===== config.mk =====
export PLATFORM = sky130hd
export DESIGN_NAME = smb_vid_slave
export DESIGN_NICKNAME = d
export VERILOG_FILES = /design/src/rtl/smb_vid_pkg.sv /design/src/rtl/smb_pin_sync.sv /design/src/rtl/smb_frame_fsm.sv /design/src/rtl/smb_vid_regs.sv /design/src/rtl/smb_vid_slave.sv
export SDC_FILE = /design/constraint.sdc
export NUM_CORES = 1
export LEC_CHECK = 0
export ABC_AREA = 1
export BUFFER_PORTS_ARGS = -buffer_cell sky130_fd_sc_hd__buf_2
export CORE_AREA = 2 2 93 95
export CTS_BUF_LIST = sky130_fd_sc_hd__clkbuf_4 sky130_fd_sc_hd__clkbuf_8
export DETAILED_ROUTE_END_ITERATION = 8
export DIE_AREA = 0 0 95 97
export PLACE_DENSITY = 0.62
export SETUP_SLACK_MARGIN = 0.4
export SYNTH_ARGS = -nofsm -noshare
export SYNTH_HDL_FRONTEND = slang
export SYNTH_SLANG_ARGS = --single-unit

===== constraint.sdc =====
create_clock -name clk_i -period 2.1 [get_ports clk_i]
set_clock_uncertainty 0.15 [all_clocks]
set_input_delay 0.63 -clock clk_i [delete_from_list [all_inputs] [get_ports clk_i]]
set_output_delay 0.63 -clock clk_i [all_outputs]
set_load 0.02 [all_outputs]

===== src/rtl/smb_vid_pkg.sv =====
`timescale 1ns/1ps
package smb_vid_pkg;

    localparam int VID_W  = 5;
    localparam int BYTE_W = 8;
    localparam int CNT_W  = 4;

    typedef enum logic [2:0] {
        CK_ON,
        CK_OFF,
        CK_SETUP,
        CK_READ,
        CK_NONE
    } cmd_kind_e;

    typedef enum logic [3:0] {
        ST_IDLE,
        ST_ADDR,
        ST_CMD,
        ST_WLO,
        ST_WHI,
        ST_WEND,
        ST_RWAIT,
        ST_RLO,
        ST_RHI,
        ST_HOLD
    } frame_st_e;

    // Only the three top command bits select an operation.
    function automatic cmd_kind_e decode_cmd(input logic [2:0] top);
        cmd_kind_e k;
        case (top)
            3'b000:  k = CK_ON;
            3'b011:  k = CK_OFF;
            3'b001:  k = CK_SETUP;
            3'b010:  k = CK_READ;
            default: k = CK_NONE;
        endcase
        return k;
    endfunction

endpackage


===== src/rtl/smb_pin_sync.sv =====
`timescale 1ns/1ps
module smb_pin_sync #(
    parameter int STAGES = 2
) (
    input  logic clk_i,
    input  logic rst_ni,
    input  logic scl_i,
    input  logic sda_i,
    output logic scl_o,
    output logic sda_o,
    output logic start_o,
    output logic stop_o,
    output logic rise_o,
    output logic fall_o
);
    localparam int LINES = 2;
    localparam int L_SCL = 0;
    localparam int L_SDA = 1;

    typedef struct packed {
        logic [LINES-1:0][STAGES-1:0] pipe;
        logic [LINES-1:0]             prev;
    } sync_t;

    sync_t sq_q, sq_d;
    logic [LINES-1:0] raw;
    logic [LINES-1:0] now;

    assign raw[L_SCL] = scl_i;
    assign raw[L_SDA] = sda_i;

    always_comb begin
        sq_d = sq_q;
        for (int k = 0; k < LINES; k++) begin
            sq_d.pipe[k] = {sq_q.pipe[k][STAGES-2:0], raw[k]};
            sq_d.prev[k] = sq_q.pipe[k][STAGES-1];
        end
    end

    always_ff @(posedge clk_i or negedge rst_ni) begin
        if (!rst_ni) begin
            sq_q <= '1;
        end else begin
            sq_q <= sq_d;
        end
    end

    always_comb begin
        for (int k = 0; k < LINES; k++) begin
            now[k] = sq_q.pipe[k][STAGES-1];
        end
    end

    assign scl_o   = now[L_SCL];
    assign sda_o   = now[L_SDA];
    assign rise_o  = now[L_SCL] & ~sq_q.prev[L_SCL];
    assign fall_o  = ~now[L_SCL] & sq_q.prev[L_SCL];
    assign start_o = now[L_SCL] & sq_q.prev[L_SCL] & sq_q.prev[L_SDA] & ~now[L_SDA];
    assign stop_o  = now[L_SCL] & sq_q.prev[L_SCL] & ~sq_q.prev[L_SDA] & now[L_SDA];

endmodule


===== src/rtl/smb_frame_fsm.sv =====
`timescale 1ns/1ps
module smb_frame_fsm
    import smb_vid_pkg::*;
#(
    parameter logic [6:0] SLAVE_ADDR = 7'b1110001
) (
    input  logic             clk_i,
    input  logic             rst_ni,
    input  logic             start_i,
    input  logic             stop_i,
    input  logic             rise_i,
    input  logic             fall_i,
    input  logic             sda_i,
    input  logic [VID_W-1:0] vid0_i,
    input  logic [VID_W-1:0] vid1_i,
    input  logic             run_i,
    output logic             pull_n_o,
    output logic             commit_o,
    output cmd_kind_e        kind_o,
    output logic [VID_W-1:0] lo_o,
    output logic [VID_W-1:0] hi_o
);
    localparam int          PAD_W    = BYTE_W - VID_W - 1;
    localparam logic [CNT_W-1:0] LAST_BIT = CNT_W'(BYTE_W - 1);
    localparam logic [CNT_W-1:0] ACK_BIT  = CNT_W'(BYTE_W);
    localparam logic [CNT_W-1:0] ACK_DONE = CNT_W'(BYTE_W + 1);

    typedef struct packed {
        frame_st_e          st;
        frame_st_e          after_ack;
        logic [CNT_W-1:0]   bit_cnt;
        logic [BYTE_W-1:0]  rx_sh;
        logic [BYTE_W-1:0]  tx_sh;
        logic               pull_n;
        logic               ack_pend;
        logic               rd_ok;
        logic               mack;
        cmd_kind_e          kind;
        logic [VID_W-1:0]   lo;
        logic [VID_W-1:0]   hi;
        logic               commit;
    } frame_t;

    frame_t fq_q, fq_d;
    logic [BYTE_W-1:0] byte_in;
    logic [BYTE_W-1:0] rd_byte0;
    logic [BYTE_W-1:0] rd_byte1;
    logic              reading;
    logic              active;

    assign byte_in  = {fq_q.rx_sh[BYTE_W-2:0], sda_i};
    assign rd_byte0 = {vid0_i, {PAD_W{1'b0}}, run_i};
    assign rd_byte1 = {vid1_i, {PAD_W{1'b0}}, run_i};
    assign reading  = (fq_q.st == ST_RLO) || (fq_q.st == ST_RHI);
    assign active   = (fq_q.st == ST_ADDR) || (fq_q.st == ST_CMD) ||
                      (fq_q.st == ST_WLO)  || (fq_q.st == ST_WHI) || reading;

    always_comb begin
        fq_d        = fq_q;
        fq_d.commit = 1'b0;
        if (start_i) begin
            fq_d.st       = ST_ADDR;
            fq_d.bit_cnt  = '0;
            fq_d.pull_n   = 1'b1;
            fq_d.ack_pend = 1'b0;
            fq_d.rd_ok    = (fq_q.st == ST_RWAIT);
        end else if (stop_i) begin
            fq_d.st       = ST_IDLE;
            fq_d.pull_n   = 1'b1;
            fq_d.ack_pend = 1'b0;
            fq_d.rd_ok    = 1'b0;
            fq_d.commit   = (fq_q.st == ST_WEND);
        end else if (active) begin
            if (rise_i) begin
                if (fq_q.bit_cnt < ACK_BIT) begin
                    fq_d.bit_cnt = fq_q.bit_cnt + 1'b1;
                    fq_d.rx_sh   = byte_in;
                    if (fq_q.bit_cnt == LAST_BIT && !reading) begin
                        case (fq_q.st)
                            ST_ADDR: begin
                                fq_d.rd_ok = 1'b0;
                                if (byte_in[BYTE_W-1:1] == SLAVE_ADDR &&
                                    (!byte_in[0] || fq_q.rd_ok)) begin
                                    fq_d.ack_pend  = 1'b1;
                                    fq_d.after_ack = byte_in[0] ? ST_RLO : ST_CMD;
                                end else begin
                                    fq_d.st       = ST_IDLE;
                                    fq_d.ack_pend = 1'b0;
                                end
                            end
                            ST_CMD: begin
                                fq_d.kind      = decode_cmd(byte_in[BYTE_W-1 -: 3]);
                                fq_d.ack_pend  = 1'b1;
                                fq_d.after_ack = (decode_cmd(byte_in[BYTE_W-1 -: 3]) == CK_READ)
                                                 ? ST_RWAIT : ST_WLO;
                            end
                            ST_WLO: begin
                                fq_d.lo        = byte_in[BYTE_W-1 -: VID_W];
                                fq_d.ack_pend  = 1'b1;
                                fq_d.after_ack = ST_WHI;
                            end
                            ST_WHI: begin
                                fq_d.hi        = byte_in[BYTE_W-1 -: VID_W];
                                fq_d.ack_pend  = 1'b1;
                                fq_d.after_ack = ST_WEND;
                            end
                            default: begin
                                fq_d.ack_pend = 1'b0;
                            end
                        endcase
                    end
                end else if (fq_q.bit_cnt == ACK_BIT) begin
                    fq_d.bit_cnt = ACK_DONE;
                    fq_d.mack    = ~sda_i;
                end
            end else if (fall_i) begin
                if (fq_q.bit_cnt == ACK_DONE) begin
                    fq_d.pull_n   = 1'b1;
                    fq_d.bit_cnt  = '0;
                    fq_d.ack_pend = 1'b0;
                    if (reading) begin
                        if (fq_q.st == ST_RLO && fq_q.mack) begin
                            fq_d.st     = ST_RHI;
                            fq_d.tx_sh  = rd_byte1;
                            fq_d.pull_n = rd_byte1[BYTE_W-1];
                        end else begin
                            fq_d.st = ST_HOLD;
                        end
                    end else begin
                        fq_d.st = fq_q.after_ack;
                        if (fq_q.after_ack == ST_RLO) begin
                            fq_d.tx_sh  = rd_byte0;
                            fq_d.pull_n = rd_byte0[BYTE_W-1];
                        end
                    end
                end else if (fq_q.bit_cnt == ACK_BIT) begin
                    fq_d.pull_n = reading ? 1'b1 : ~fq_q.ack_pend;
                end else if (reading && fq_q.bit_cnt != '0) begin
                    fq_d.tx_sh  = fq_q.tx_sh << 1;
                    fq_d.pull_n = fq_q.tx_sh[BYTE_W-2];
                end
            end
        end
    end

    always_ff @(posedge clk_i or negedge rst_ni) begin
        if (!rst_ni) begin
            fq_q           <= '0;
            fq_q.st        <= ST_IDLE;
            fq_q.after_ack <= ST_IDLE;
            fq_q.kind      <= CK_NONE;
            fq_q.pull_n    <= 1'b1;
        end else begin
            fq_q <= fq_d;
        end
    end

    assign pull_n_o = fq_q.pull_n;
    assign commit_o = fq_q.commit;
    assign kind_o   = fq_q.kind;
    assign lo_o     = fq_q.lo;
    assign hi_o     = fq_q.hi;

endmodule


===== src/rtl/smb_vid_regs.sv =====
`timescale 1ns/1ps
module smb_vid_regs
    import smb_vid_pkg::*;
#(
    parameter int NREG = 2
) (
    input  logic                       clk_i,
    input  logic                       rst_ni,
    input  logic                       commit_i,
    input  cmd_kind_e                  kind_i,
    input  logic [NREG-1:0][VID_W-1:0] load_i,
    output logic [NREG-1:0][VID_W-1:0] vid_o,
    output logic [NREG-1:0]            upd_o,
    output logic                       run_o
);
    typedef struct packed {
        logic [NREG-1:0][VID_W-1:0] vid;
        logic [NREG-1:0]            upd;
        logic                       run;
    } regs_t;

    regs_t rq_q, rq_d;

    always_comb begin
        rq_d     = rq_q;
        rq_d.upd = '0;
        if (commit_i) begin
            case (kind_i)
                CK_SETUP: begin
                    for (int i = 0; i < NREG; i++) begin
                        rq_d.vid[i] = load_i[i];
                        rq_d.upd[i] = 1'b1;
                    end
                end
                CK_ON:   rq_d.run = 1'b1;
                CK_OFF:  rq_d.run = 1'b0;
                default: rq_d.run = rq_q.run;
            endcase
        end
    end

    always_ff @(posedge clk_i or negedge rst_ni) begin
        if (!rst_ni) begin
            rq_q     <= '0;
            rq_q.vid <= '1;
        end else begin
            rq_q <= rq_d;
        end
    end

    assign vid_o = rq_q.vid;
    assign upd_o = rq_q.upd;
    assign run_o = rq_q.run;

endmodule


===== src/rtl/smb_vid_slave.sv =====
`timescale 1ns/1ps
module smb_vid_slave
    import smb_vid_pkg::*;
#(
    parameter logic [6:0] SLAVE_ADDR  = 7'b1110001,
    parameter int         SYNC_STAGES = 2
) (
    input  logic             clk_i,
    input  logic             rst_ni,
    input  logic             scl_i,
    input  logic             sda_i,
    output logic             sda_pull_n_o,
    output logic [VID_W-1:0] vid0_o,
    output logic [VID_W-1:0] vid1_o,
    output logic             run_o,
    output logic             vid0_upd_o,
    output logic             vid1_upd_o
);
    localparam int NREG = 2;

    logic scl_sync;
    logic sda_sync;
    logic start_det;
    logic stop_det;
    logic scl_rise;
    logic scl_fall;
    logic commit;
    cmd_kind_e kind;
    logic [VID_W-1:0] stage_lo;
    logic [VID_W-1:0] stage_hi;
    logic [NREG-1:0][VID_W-1:0] load_vec;
    logic [NREG-1:0][VID_W-1:0] vid_vec;
    logic [NREG-1:0]            upd_vec;

    smb_pin_sync #(.STAGES(SYNC_STAGES)) u_sync (
        .clk_i   (clk_i),
        .rst_ni  (rst_ni),
        .scl_i   (scl_i),
        .sda_i   (sda_i),
        .scl_o   (scl_sync),
        .sda_o   (sda_sync),
        .start_o (start_det),
        .stop_o  (stop_det),
        .rise_o  (scl_rise),
        .fall_o  (scl_fall)
    );

    smb_frame_fsm #(.SLAVE_ADDR(SLAVE_ADDR)) u_frame (
        .clk_i    (clk_i),
        .rst_ni   (rst_ni),
        .start_i  (start_det),
        .stop_i   (stop_det),
        .rise_i   (scl_rise),
        .fall_i   (scl_fall),
        .sda_i    (sda_sync),
        .vid0_i   (vid_vec[0]),
        .vid1_i   (vid_vec[1]),
        .run_i    (run_o),
        .pull_n_o (sda_pull_n_o),
        .commit_o (commit),
        .kind_o   (kind),
        .lo_o     (stage_lo),
        .hi_o     (stage_hi)
    );

    assign load_vec[0] = stage_lo;
    assign load_vec[1] = stage_hi;

    smb_vid_regs #(.NREG(NREG)) u_regs (
        .clk_i    (clk_i),
        .rst_ni   (rst_ni),
        .commit_i (commit),
        .kind_i   (kind),
        .load_i   (load_vec),
        .vid_o    (vid_vec),
        .upd_o    (upd_vec),
        .run_o    (run_o)
    );

    assign vid0_o     = vid_vec[0];
    assign vid1_o     = vid_vec[1];
    assign vid0_upd_o = upd_vec[0];
    assign vid1_upd_o = upd_vec[1];

endmodule


Yosys cells after proc, flatten, opt, wreduce, memory -nomap -nowiden
Index checks and enable logic that the tools add are counted.
{"block": "word_totals", "ff_bits": 65, "inputBits": 4, "output_inout_bits": 14}
{"block": "op_classes", "n_addsub": 1, "order_cmp": 1, "n_eq_ne": 31, "mux": 71, "bitwise": 16, "reduce_logical": 44}
{"op": "$mux 9", "count": 11}
{"op": "$mux 4", "count": 16}
{"op": "$mux 45", "count": 1}
{"op": "$mux 8", "count": 5}
{"op": "$mux 3", "count": 13}
{"op": "$reduce_and 7->1", "count": 4}
{"op": "$mux 13", "count": 2}
{"op": "$eq 4x3->1 const B", "count": 6}
{"op": "$reduce_bool 3->1", "count": 8}
{"op": "$mux 20", "count": 1}
{"op": "$reduce_and 5->1", "count": 4}
{"op": "$pmux 4 s4", "count": 1}
{"op": "$reduce_bool 4->1", "count": 4}
{"op": "$mux 15", "count": 1}
{"op": "$eq 3x2->1 const B", "count": 4}
{"op": "$eq 4x4->1 const B", "count": 3}
{"op": "$ne 4x3->1 const B", "count": 3}
{"op": "$pmux 3 s4", "count": 1}
{"op": "$mux 1", "count": 11}
{"op": "$mux 10", "count": 1}
{"op": "$mux 5", "count": 2}
{"op": "$not 1->1", "count": 9}
{"op": "$reduce_and 9->1", "count": 1}
{"op": "$eq 4x2->1 const B", "count": 2}
{"op": "25 further kinds", "count": 50}

Longest topological paths before layout
Gate-level depths: netlist of run 1.
{"block": "logic_depth", "ltp_word": 19, "depth_mapped": 12}

By module
A second synthesis of run 1 with hierarchy kept.
{"block": "hier_totals", "cells_unflattened": 431, "area_unflattened_um2": 3393.3}
{"mod": "smb_frame_fsm", "instances": 1, "cells_per_inst": 356, "area_per_inst_um2": 2666.3, "seq_area_each_um2": 1078.5}
{"mod": "smb_vid_regs", "instances": 1, "cells_per_inst": 58, "area_per_inst_um2": 528.0, "seq_area_each_um2": 312.8}
{"mod": "smb_pin_sync", "instances": 1, "cells_per_inst": 17, "area_per_inst_um2": 198.9, "seq_area_each_um2": 157.7}

Least setup slack after synthesis of run 1
OpenSTA, ideal clock, no wires.
{"block": "synth_timing", "path_kind": "reg2reg", "from": "register u_sync.sq_q[0] (netlist bit)", "to": "register u_frame.fq_q[18] (netlist bit)", "t_arrival_ns": 1.579, "t_required_ns": 1.832, "setup_slack_ns": 0.253, "stages_incl_launch_ff": 10, "n_path_buf": 1, "synth_period_minus_slack_ns": 1.847, "path_cell_list": "dfstp_2 inv_1 ha_1 buf_2 nor2_1 nand2_1 a21oi_1 nand4_1 nand2_1 nand2_1"}
{"block": "synth_via", "elab_chain_cells": 5, "word_cells_on_any_way": 13, "cone_classes": "1 x eq/ne; 11 x bitwise; 1 x reduce/logical"}
{"element": "start, declared", "line_no": "smb_pin_sync.sv:25", "rtl": "sync_t sq_q, sq_d;"}
{"element": "start signal, assigned", "line_no": "smb_pin_sync.sv:44", "rtl": "sq_q <= sq_d;"}
{"element": "$and 1x1->1", "line_no": "smb_pin_sync.sv:58, smb_pin_sync.sv:59"}
{"element": "$and 1x1->1 (on tied branches) (2 in a row)", "line_no": "smb_pin_sync.sv:58, smb_pin_sync.sv:59"}
{"element": "$ne 7x7->1 (no source line) / $not 1->1 (equally long branches)"}
{"element": "$reduce_and 9->1 (no source line) *"}
{"element": "end signal, assigned", "line_no": "smb_frame_fsm.sv:154", "rtl": "fq_q <= fq_d;"}
{"element": "end, declared", "line_no": "smb_frame_fsm.sv:44", "rtl": "frame_t fq_q, fq_d;"}
Every way passes the cells marked *; elsewhere a longest branch is shown, timed or not.
A chain may end at the register's enable or synchronous reset.

Worst setup path in the final report of run 1
{"block": "layout_timing", "from": "register u_frame.fq_q[42] (netlist bit)", "to": "register u_frame.fq_q, in the netlist u_frame.hi_o[3]"}
{"block": "layout_via", "elab_chain_cells": 6, "word_cells_on_any_way": 14, "cone_classes": "6 x eq/ne; 8 x reduce/logical"}
{"element": "$eq 4x1->1 / $eq 4x2->1 (equally long branches)", "line_no": "smb_frame_fsm.sv:55", "rtl": "assign active = (fq_q.st == ST_ADDR) || (fq_q.st == ST_CMD) ||"}
{"element": "$logic_or 1x1->1 (2 in a row)", "line_no": "smb_frame_fsm.sv:55"}
{"element": "$logic_or 1x1->1 (2 in a row)", "line_no": "smb_frame_fsm.sv:56", "rtl": "(fq_q.st == ST_WLO) || (fq_q.st == ST_WHI) || reading;"}
{"element": "$reduce_and 7->1 (no source line) *"}
Marks and branches as above.

==> results.txt, run 1 <==
----------------------------------------------------
[Status]
  Status ... finished, final reports clean

[Yosys]
  Share of synthesized flip-flops with an asynchronous set or reset ... 1.000
  Top-count cell post-synth ... sky130_fd_sc_hd__nand2_1
  Sequential share of the synthesized area ... 0.4827
  Post-synth EDFFs ... 0
  Synth Net Count ... between 400 and 500
  Synth warn ... 0
  Netlist cell types ... 28
  Most numerous cell types in the synthesized netlist ... sky130_fd_sc_hd__nand2_1, sky130_fd_sc_hd__inv_1, sky130_fd_sc_hd__dfrtp_1, sky130_fd_sc_hd__nand3_1, sky130_fd_sc_hd__nor2_1
  Mean Syn Cell Area ... 7.733 um^2
  Netlist area before placement ... ~0.0032 mm^2
  Synthesized netlist cell count ... 415
  Number of storage elements in the synthesis netlist ... between 60 and 70
  Share of Yosys cell area claimed by the top area cell type ... 0.3353
  Cell types with the largest area share after synthesis ... sky130_fd_sc_hd__dfrtp_1, sky130_fd_sc_hd__nand2_1, sky130_fd_sc_hd__dfstp_2, sky130_fd_sc_hd__nand3_1, sky130_fd_sc_hd__inv_1
  Most used flip-flop cell after synthesis ... sky130_fd_sc_hd__dfrtp_1
  Cell type contributing the most total cell area after synthesis ... sky130_fd_sc_hd__dfrtp_1

[Die]
  Std-Cell Core Area ... slightly above 0.008 mm^2
  Total die area ... 0.009215 mm^2
  Height of the die ... 97 um
  Rows ... 33
  Die boundary width ... 95 um
  Starting Density ... 0.3946
  Top-Level Pins ... 18

[Clock network]
  CTS Buffer Depth ... 2
  Clock tree from TritonCTS ... built
  Clock root cell ... sky130_fd_sc_hd__clkbuf_8
  Number of buffers added by the clock tree synthesis step ... 9
  Source-to-sink clock delay at the later pin of the worst-skew pair ... around 330 ps
  Clk sinks ... 61
  Register clock-pin slew on the reported worst setup and hold paths ... about 80 ps
  Clock H-tree levels ... 3

[Routing]
  DRC violation total after the first TritonRoute iteration ... approximately 200
  Post-route DRC violation count ... 0
  Number of search-and-repair iterations in the first detailed-routing pass ... 5
  Final wirelength ... a little under 9000 um
  WL per Instance ... 14.93 um
  Number of nets with antenna violations after detailed routing ... 0
  Vias after detailed routing ... 3058
  DR vias/cell ... 5.148

[Final layout]
  Final instance area ... about 0.0046 mm^2
  Share of cells above drive strength 1 ... 0.4335
  Number of filler cells placed in the layout ... between 600 and 700
  Number of cells in the finished layout apart from fillers ... between 500 and 600
  # diodes ... 0
  Area growth from synthesis to final layout ... 44.41%
  Final core area utilization ... 0.5698
  NumNets Final ... 494

[GRT]
  Wire length of the first global-routing pass ... approximately 14000 um
  Number of antenna violations at the first check in global routing ... 0
  Via count of the first global-routing pass ... between 2000 and 3000
  Maximum number of pins on one net before global-route repair ... between 60 and 70
  Aggregate global routing overflow ... 0
  GRT Overall Usage ... 0.1848

[Run]
  Max-cap check violation count ... 0

[STA]
  Share of the clock period used by the worst path after layout ... 0.8951
  Tightest Pin Transition ... between 300 and 400 ps
  F_max ... 532.0 MHz
  Worst hold slack across all endpoints ... between 100 and 150 ps
  Slew HR ... 0.7386
  Slew Viols, Final ... 0
  Final sum of negative setup slack ... 0 ps
  RSZ-0062 raised after global routing ... true
  Minimum period implied by the final worst setup slack ... 1880 ps
  Number of setup violations in the final report ... 0
  Hold violation count in the final report ... 0

[Placed design]
  HPWL after detailed placement ... 5347 um
  Placed Instance Area ... about 0.0035 mm^2
  Quantity of I/O buffers inserted on ports ... 17
  Cell Count Post-Placement ... 538
  Placer congestion estimate ... roughly 0.86

[Worst setup path]
  Type of element launching the critical path ... flip-flop
  Critical Setup Path Class ... flip-flop to flip-flop
  Data required time at the worst endpoint ... roughly 2200 ps
  CP Data Arrival Time ... between 1500 and 2000 ps
  Maximum fanout encountered on the critical timing path ... 7
  Setup slack of the worst register-to-register path ... 220 ps
  Nature of the critical path endpoint ... flip-flop

[Power and ir drop]
  Pleak ... a little over 2 nW
  Worst VDD drop ... approximately 0.00033 V
  Power per Cell Area ... 534.3 mW/mm^2

[Min path]
  HP Class ... primary input to async pin

----------------------------------------------------
## kinds of logic (layout without fill, tap and decap cells)
group	Yosys count	in the layout	share of synthesized area
and+or+nand+nor	246	248	0.3474
AOI/OAI and AO/OA	47	47	0.07602
DFF	61	61	0.4826
buffers and inverters	55	127	0.07057
adders and majority gates	6	6	0.02339
## report_power, final
part           internal (W)  total (W)  switching, W
registers           0.00120    0.00121     0.0000145
logic             0.0000749   0.000207      0.000132
clock network      0.000551    0.00106      0.000507
total               0.00182    0.00248      0.000653
## cell type report
type / instances / area [um^2] / share of cell area
tap: 105 / 131.4 / 0.02835
sequential: 61 / 1555 / 0.3356
multi-input combinational: 301 / 1956 / 0.4220
inverter: 48 / 196.4 / 0.04239
clock buffer: 9 / 123.9 / 0.02673
clock inverter: 7 / 75.07 / 0.01620
timing repair buffer: 63 / 596.8 / 0.1288
## routing by layer
metal | vias up | routed length (um) | global-route usage
met1 | 1478 | 3800 | 0.2519
met5 | - | 0 | 0
met2 | 84 | 4447 | 0.2908
li1 | 1478 | - | -
met3 | 18 | 377 | 0.03115
met4 | 0 | 243 | 0.07246
## repair_timing
item,CTS,global route
setup endpoints to repair,51,56
buffers inserted,24,13
resized for setup,91,84
pin swaps,28,30
cloned,3,0
hold buffers,0,0
## worst max-delay path, stage by stage, from the launching register on
cell and delay (ps):
sky130_fd_sc_hd__dfrtp_2 460, sky130_fd_sc_hd__nand2_2 180, sky130_fd_sc_hd__inv_4 90, sky130_fd_sc_hd__nand2_8 110, sky130_fd_sc_hd__nand3_4 100, sky130_fd_sc_hd__nor3_4 230
sky130_fd_sc_hd__buf_12 180, sky130_fd_sc_hd__nand3_4 120, sky130_fd_sc_hd__nand2_1 90, sky130_fd_sc_hd__o21ai_1 60
## cells in the final DEF (no fill, tap or decap), drive strengths merged, types with 2 or more instances in the layout
master,netlist,layout
o31ai,2,2
nand4,2,2
o21ai,36,36
nand3,45,47
dfstp,18,18
clkinvlp,0,4
inv,48,48
buf,5,63
nand2,151,151
clkinv,0,2
nor3,7,7
nor2,39,39
dfrtp,43,43
ha,6,6
clkbuf,2,9
a21oi,7,7
## flip-flops by register name (all words and copies together), names as in the netlist
| register | count |
|---|---|
| u_frame.byte_in | 7 |
| u_frame.commit_o | 1 |
| u_frame.fq_q | 21 |
| u_frame.hi_o | 5 |
| u_frame.kind_o | 3 |
| u_frame.lo_o | 5 |
| u_frame.pull_n_o | 1 |
| u_regs.run_o | 1 |
| u_regs.upd_o | 1 |
| u_regs.vid_o | 10 |
| u_sync.scl_o | 1 |
| u_sync.sda_o | 1 |
| u_sync.sq_d | 2 |
| u_sync.sq_q | 2 |
## per-stage QoR
step | total power (W) | worst slack (ps)
6_report | 0.002476 | 220.3
3_5_place_dp | 0.001366 | 59.74
5_1_grt | 0.002574 | 109.2
4_1_cts | 0.002458 | 239.9
2_1_floorplan | 0.001306 | 274.8
3_3_place_gp | 0.001363 | 160.8
## final timing paths
kind / startpoint / to / cells past startpoint
worst min-delay path: rst_ni / u_regs.upd_o[0] / 2
min in group clk_i: u_sync.sq_d[5] / u_sync.sda_o / 0
worst min register to register: u_sync.sq_d[5] / u_sync.sda_o / 0
max in group asynchronous: rst_ni / u_sync.sq_d[5] / 2
worst max register to register: u_frame.fq_q[42] / u_frame.hi_o[3] / 9
worst max-delay path: u_frame.fq_q[42] / u_frame.hi_o[3] / 9
Note: power is estimated with default switching activity, not from simulation.
==> inputs of run 2 (changes only) <==
- ABC_AREA: 1 -> 0
- PLACE_DENSITY: 0.62 -> 0.63
==> run 2 against run 1 <==
Net effect: the run now ends with negative setup slack left; critical path depth is 1 lower; non-clock buffer count up 41; worst setup slack got worse by 350 ps; via count decreased by 15%; clock-buffer cell count grew 1; clock power down 8%; sequential power is essentially flat; final area is 1.5% higher; synthesized cell count down 33%; critical endpoint is now u_frame.lo_o[2]; highest routed layer unchanged.
==> results.txt, run 2 <==
----------------------------------------------------
[Routing]
  DRC violation total after the first TritonRoute iteration ... 178 (-10%)
  Number of search-and-repair iterations in the first detailed-routing pass ... 5 (unchanged)
  Number of nets with antenna violations after detailed routing ... 0 (unchanged)
  DR vias/cell ... 5.305 (+3.1%)
  Vias after detailed routing ... 2589 (-15%)
  WL per Instance ... 17.28 um (+16%)
  Final wirelength ... 8433 um (-4.9%)
  Post-route DRC violation count ... 0 (unchanged)

[Power and ir drop]
  Combinational share of power ... 0.096 (+0.013)
  Power per Cell Area ... 516.3 mW/mm^2 (-3.4%)
  Proportion of power drawn by the clock network ... 0.403 (-0.024)
  Switching power share of the total ... 0.2671 (+0.003353)
  Pleak ... 2.126 nW (+2.7%)
  Worst VDD drop ... 0.0002948 V (-12%)
  Fraction of power consumed by sequential logic ... 0.501 (+0.012)
  Internal power ... 0.001780 W (-2.3%)
  Sw Pwr ... 0.0006489 W (-0.63%)
  Post-route total power ... 0.002429 W (-1.9%)

[Worst setup path]
  Data required time at the worst endpoint ... 2180 ps (about the same)
  Nature of the critical path endpoint ... flip-flop
  Critical Setup Path Class ... flip-flop to flip-flop
  CP Data Arrival Time ... 2310 ps (+360 ps)
  Maximum fanout encountered on the critical timing path ... 5 (-2)
  Type of element launching the critical path ... flip-flop

[STA]
  Tightest Pin Transition ... 466.6 ps (+77.82 ps)
  Minimum period implied by the final worst setup slack ... 2229 ps (+348.8 ps)
  Hold violation count in the final report ... 0 (unchanged)
  RSZ-0062 raised after global routing ... true
  Number of setup violations in the final report ... 35 (+35)
  Slew Viols, Final ... 0 (unchanged)
  Final setup slack of the worst path ... -128.6 ps (-348.8 ps)
  Share of the clock period used by the worst path after layout ... 1.061 (+0.1661)
  Slew HR ... 0.6809 (-0.05771)
  F_max ... 448.7 MHz (-16%)

[Clock network]
  CTS Buffer Depth ... 2 (unchanged)
  Clock H-tree levels ... 3 (unchanged)
  Number of buffers added by the clock tree synthesis step ... 9 (unchanged)
  Clk sinks ... 61 (unchanged)
  Clock tree from TritonCTS ... built
  Source-to-sink clock delay at the later pin of the worst-skew pair ... 350 ps (+20 ps)
  Clock root cell ... sky130_fd_sc_hd__clkbuf_8
  Register clock-pin slew on the reported worst setup and hold paths ... 70 ps (about the same)

[Die]
  Total die area ... 0.009215 mm^2 (unchanged)
  Height of the die ... 97 um (unchanged)
  Starting Density ... 0.3966 (+0.002000)
  Std-Cell Core Area ... 0.008134 mm^2 (unchanged)
  Top-Level Pins ... 18 (unchanged)
  Die boundary width ... 95 um (unchanged)
  Rows ... 33 (unchanged)

[Yosys]
  Most used flip-flop cell after synthesis ... sky130_fd_sc_hd__dfrtp_1
  Synth warn ... 0 (unchanged)
  Sequential share of the synthesized area ... 0.4802 (-0.002434)
  Top-count cell post-synth ... sky130_fd_sc_hd__dfrtp_1
  Share of synthesized flip-flops with an asynchronous set or reset ... 1.000 (unchanged)
  Cell types with the largest area share after synthesis ... sky130_fd_sc_hd__dfrtp_1, sky130_fd_sc_hd__dfstp_2, sky130_fd_sc_hd__mux2_2, sky130_fd_sc_hd__o21ai_0, sky130_fd_sc_hd__ha_1
  Mean Syn Cell Area ... 11.64 um^2 (+51%)
  Synthesized netlist cell count ... 277 (-33%)
  Post-synth EDFFs ... 0 (unchanged)
  Number of storage elements in the synthesis netlist ... 61 (unchanged)
  Most numerous cell types in the synthesized netlist ... sky130_fd_sc_hd__dfrtp_1, sky130_fd_sc_hd__mux2_2, sky130_fd_sc_hd__o21ai_0, sky130_fd_sc_hd__dfstp_2, sky130_fd_sc_hd__inv_1
  Netlist cell types ... 60 (+110%)
  Synth Net Count ... 287 (-32%)
  Cell type contributing the most total cell area after synthesis ... sky130_fd_sc_hd__dfrtp_1
  Netlist area before placement ... 0.003226 mm^2 (+0.51%)
  Share of Yosys cell area claimed by the top area cell type ... 0.3336 (-0.001691)

[GRT]
  Aggregate global routing overflow ... 0 (unchanged)
  Number of antenna violations at the first check in global routing ... 0 (unchanged)
  Maximum number of pins on one net before global-route repair ... 62 (unchanged)
  Via count of the first global-routing pass ... 2654 (-7.5%)
  Wire length of the first global-routing pass ... 13630 um (+0.56%)
  GRT Overall Usage ... 0.1921 (+0.007324)

[Final layout]
  Number of cells in the finished layout apart from fillers ... 488 (-18%)
  Share of cells above drive strength 1 ... 0.6031 (+0.1696)
  Most common cell after layout, fill and taps aside ... sky130_fd_sc_hd__buf_4
  Number of flip-flops in the largest register ... 21 (unchanged)
  Area growth from synthesis to final layout ... 45.89%
  Top reg by flops ... u_frame.fq_q
  NumNets Final ... 388 (-21%)
  # diodes ... 0 (unchanged)
  Final instance area ... 0.004706 mm^2 (+1.5%)
  Commonest cells after routing, fill and taps aside ... sky130_fd_sc_hd__buf_4, sky130_fd_sc_hd__dfrtp_1, sky130_fd_sc_hd__buf_6
  Number of filler cells placed in the layout ... 650 (-2.3%)

[Status]
  Status ... complete, but fails checks
  Violations in the final reports ... negative setup slack

[Placed design]
  Cell Count Post-Placement ... 443 (-18%)
  Placer congestion estimate ... 0.8659 (+0.39%)
  Placed Instance Area ... 0.003908 mm^2 (+11%)
  HPWL after detailed placement ... 5348 um (about the same)
  Quantity of I/O buffers inserted on ports ... 17 (unchanged)

[Min path]
  HP Class ... primary input to async pin

[Run]
  Max-cap check violation count ... 0 (unchanged)

----------------------------------------------------
[run 2: cell count changes after synthesis, sizes merged, moves of 4 or more]
cell	delta
nor2	-29
nor3b	+5
nor3	-5
nor2b	+5
nand3	-42
nand2b	+10
o21ai	-15
o211ai	+4
a22oi	+5
inv	-32
mux2	+39
nand2	-136
[run 2: kinds of logic after synthesis]
family          count (synthesis)  share of synthesized area
compound gates                 69                     0.1680
xor+xnor                        2                   0.005432
fa+ha+maj                       6                    0.02327
buf+inv                        30                    0.04383
flops                          61                     0.4802
mux                            40                     0.1393
simple gates                   69                     0.1400
[run 2: power groups by stage]
| stage | clock network [W] | registers, W | logic, W |
|---|---|---|---|
| detailed placement | 0 | 0.00124 | 0.000168 |
| floorplan | 0 | 0.00123 | 0.0000835 |
| global placement | 0 | 0.00123 | 0.000166 |
| global route | 0.00107 | 0.00122 | 0.000252 |
| finish | 0.000978 | 0.00122 | 0.000234 |
| CTS | 0.00100 | 0.00122 | 0.000209 |
[run 2: worst max-delay path: stages, from the launching register on]
cell and delay, ps:
sky130_fd_sc_hd__dfstp_2 550, sky130_fd_sc_hd__ha_4 130, sky130_fd_sc_hd__nand4b_1 140, sky130_fd_sc_hd__buf_4 190, sky130_fd_sc_hd__a21oi_2 120, sky130_fd_sc_hd__buf_4 140
sky130_fd_sc_hd__nand2_2 80, sky130_fd_sc_hd__nor2_4 230, sky130_fd_sc_hd__mux2_2 370
[run 2: per-stage QoR]
stage	hold slack, ps	setup slack (ps)	setup TNS [ps]	util
floorplan	184.4	-63.81	-437.6	-
global placement	196.0	-110.6	-1890	0.4804
detailed placement	198.9	-145.3	-2692	0.4804
CTS	135.6	-86.40	-1410	0.5561
global route	152.9	-196.9	-5046	0.5785
finish	125.5	-128.6	-2342	0.5785
[run 2: repair_timing]
action | in CTS | in global routing
hold endpoints to repair | 0 | 0
buffers inserted | 23 | 6
pin swaps | 16 | 13
hold buffers | 0 | 0
resized for setup | 65 | 27
setup endpoints to repair | 54 | 57
[run 2: final timing paths]
kind | start | endpoint | slack (ps) | cells after the start
setup / recovery | u_sync.scl_o | u_frame.lo_o[2] | -130 | 8
hold / removal | rst_ni | u_frame.fq_q[16] | 130 | 2
setup reg to reg | u_sync.scl_o | u_frame.lo_o[2] | -130 | 8
hold reg to reg | u_sync.sq_d[5] | u_sync.sda_o | 210 | 0
max in group asynchronous | rst_ni | u_frame.pull_n_o | 1350 | 2
min in group clk_i | u_sync.sq_d[5] | u_sync.sda_o | 210 | 0
[run 2: final cells by class]
| cell class | count | area, um^2 | area share |
|---|---|---|---|
| repair buffers | 104 | 908.4 | 0.1930 |
| inverters | 16 | 62.56 | 0.01329 |
| flip-flops and latches | 61 | 1553 | 0.3300 |
| multi-input cells | 186 | 1868 | 0.3970 |
| clock inverters | 6 | 45.04 | 0.009572 |
| clock buffers | 10 | 137.6 | 0.02925 |
| well taps | 105 | 131.4 | 0.02792 |
[run 2: per-layer routing]
| metal | routed length, um | track usage | part of all wire | vias to the layer above |
|---|---|---|---|---|
| met5 | 0 | 0 | 0 | - |
| met4 | 218 | 0.07135 | 0.026 | 0 |
| met3 | 313 | 0.04907 | 0.037 | 15 |
| met2 | 4282 | 0.3033 | 0.51 | 79 |
| met1 | 3617 | 0.2522 | 0.43 | 1279 |
| li1 | - | - | - | 1216 |
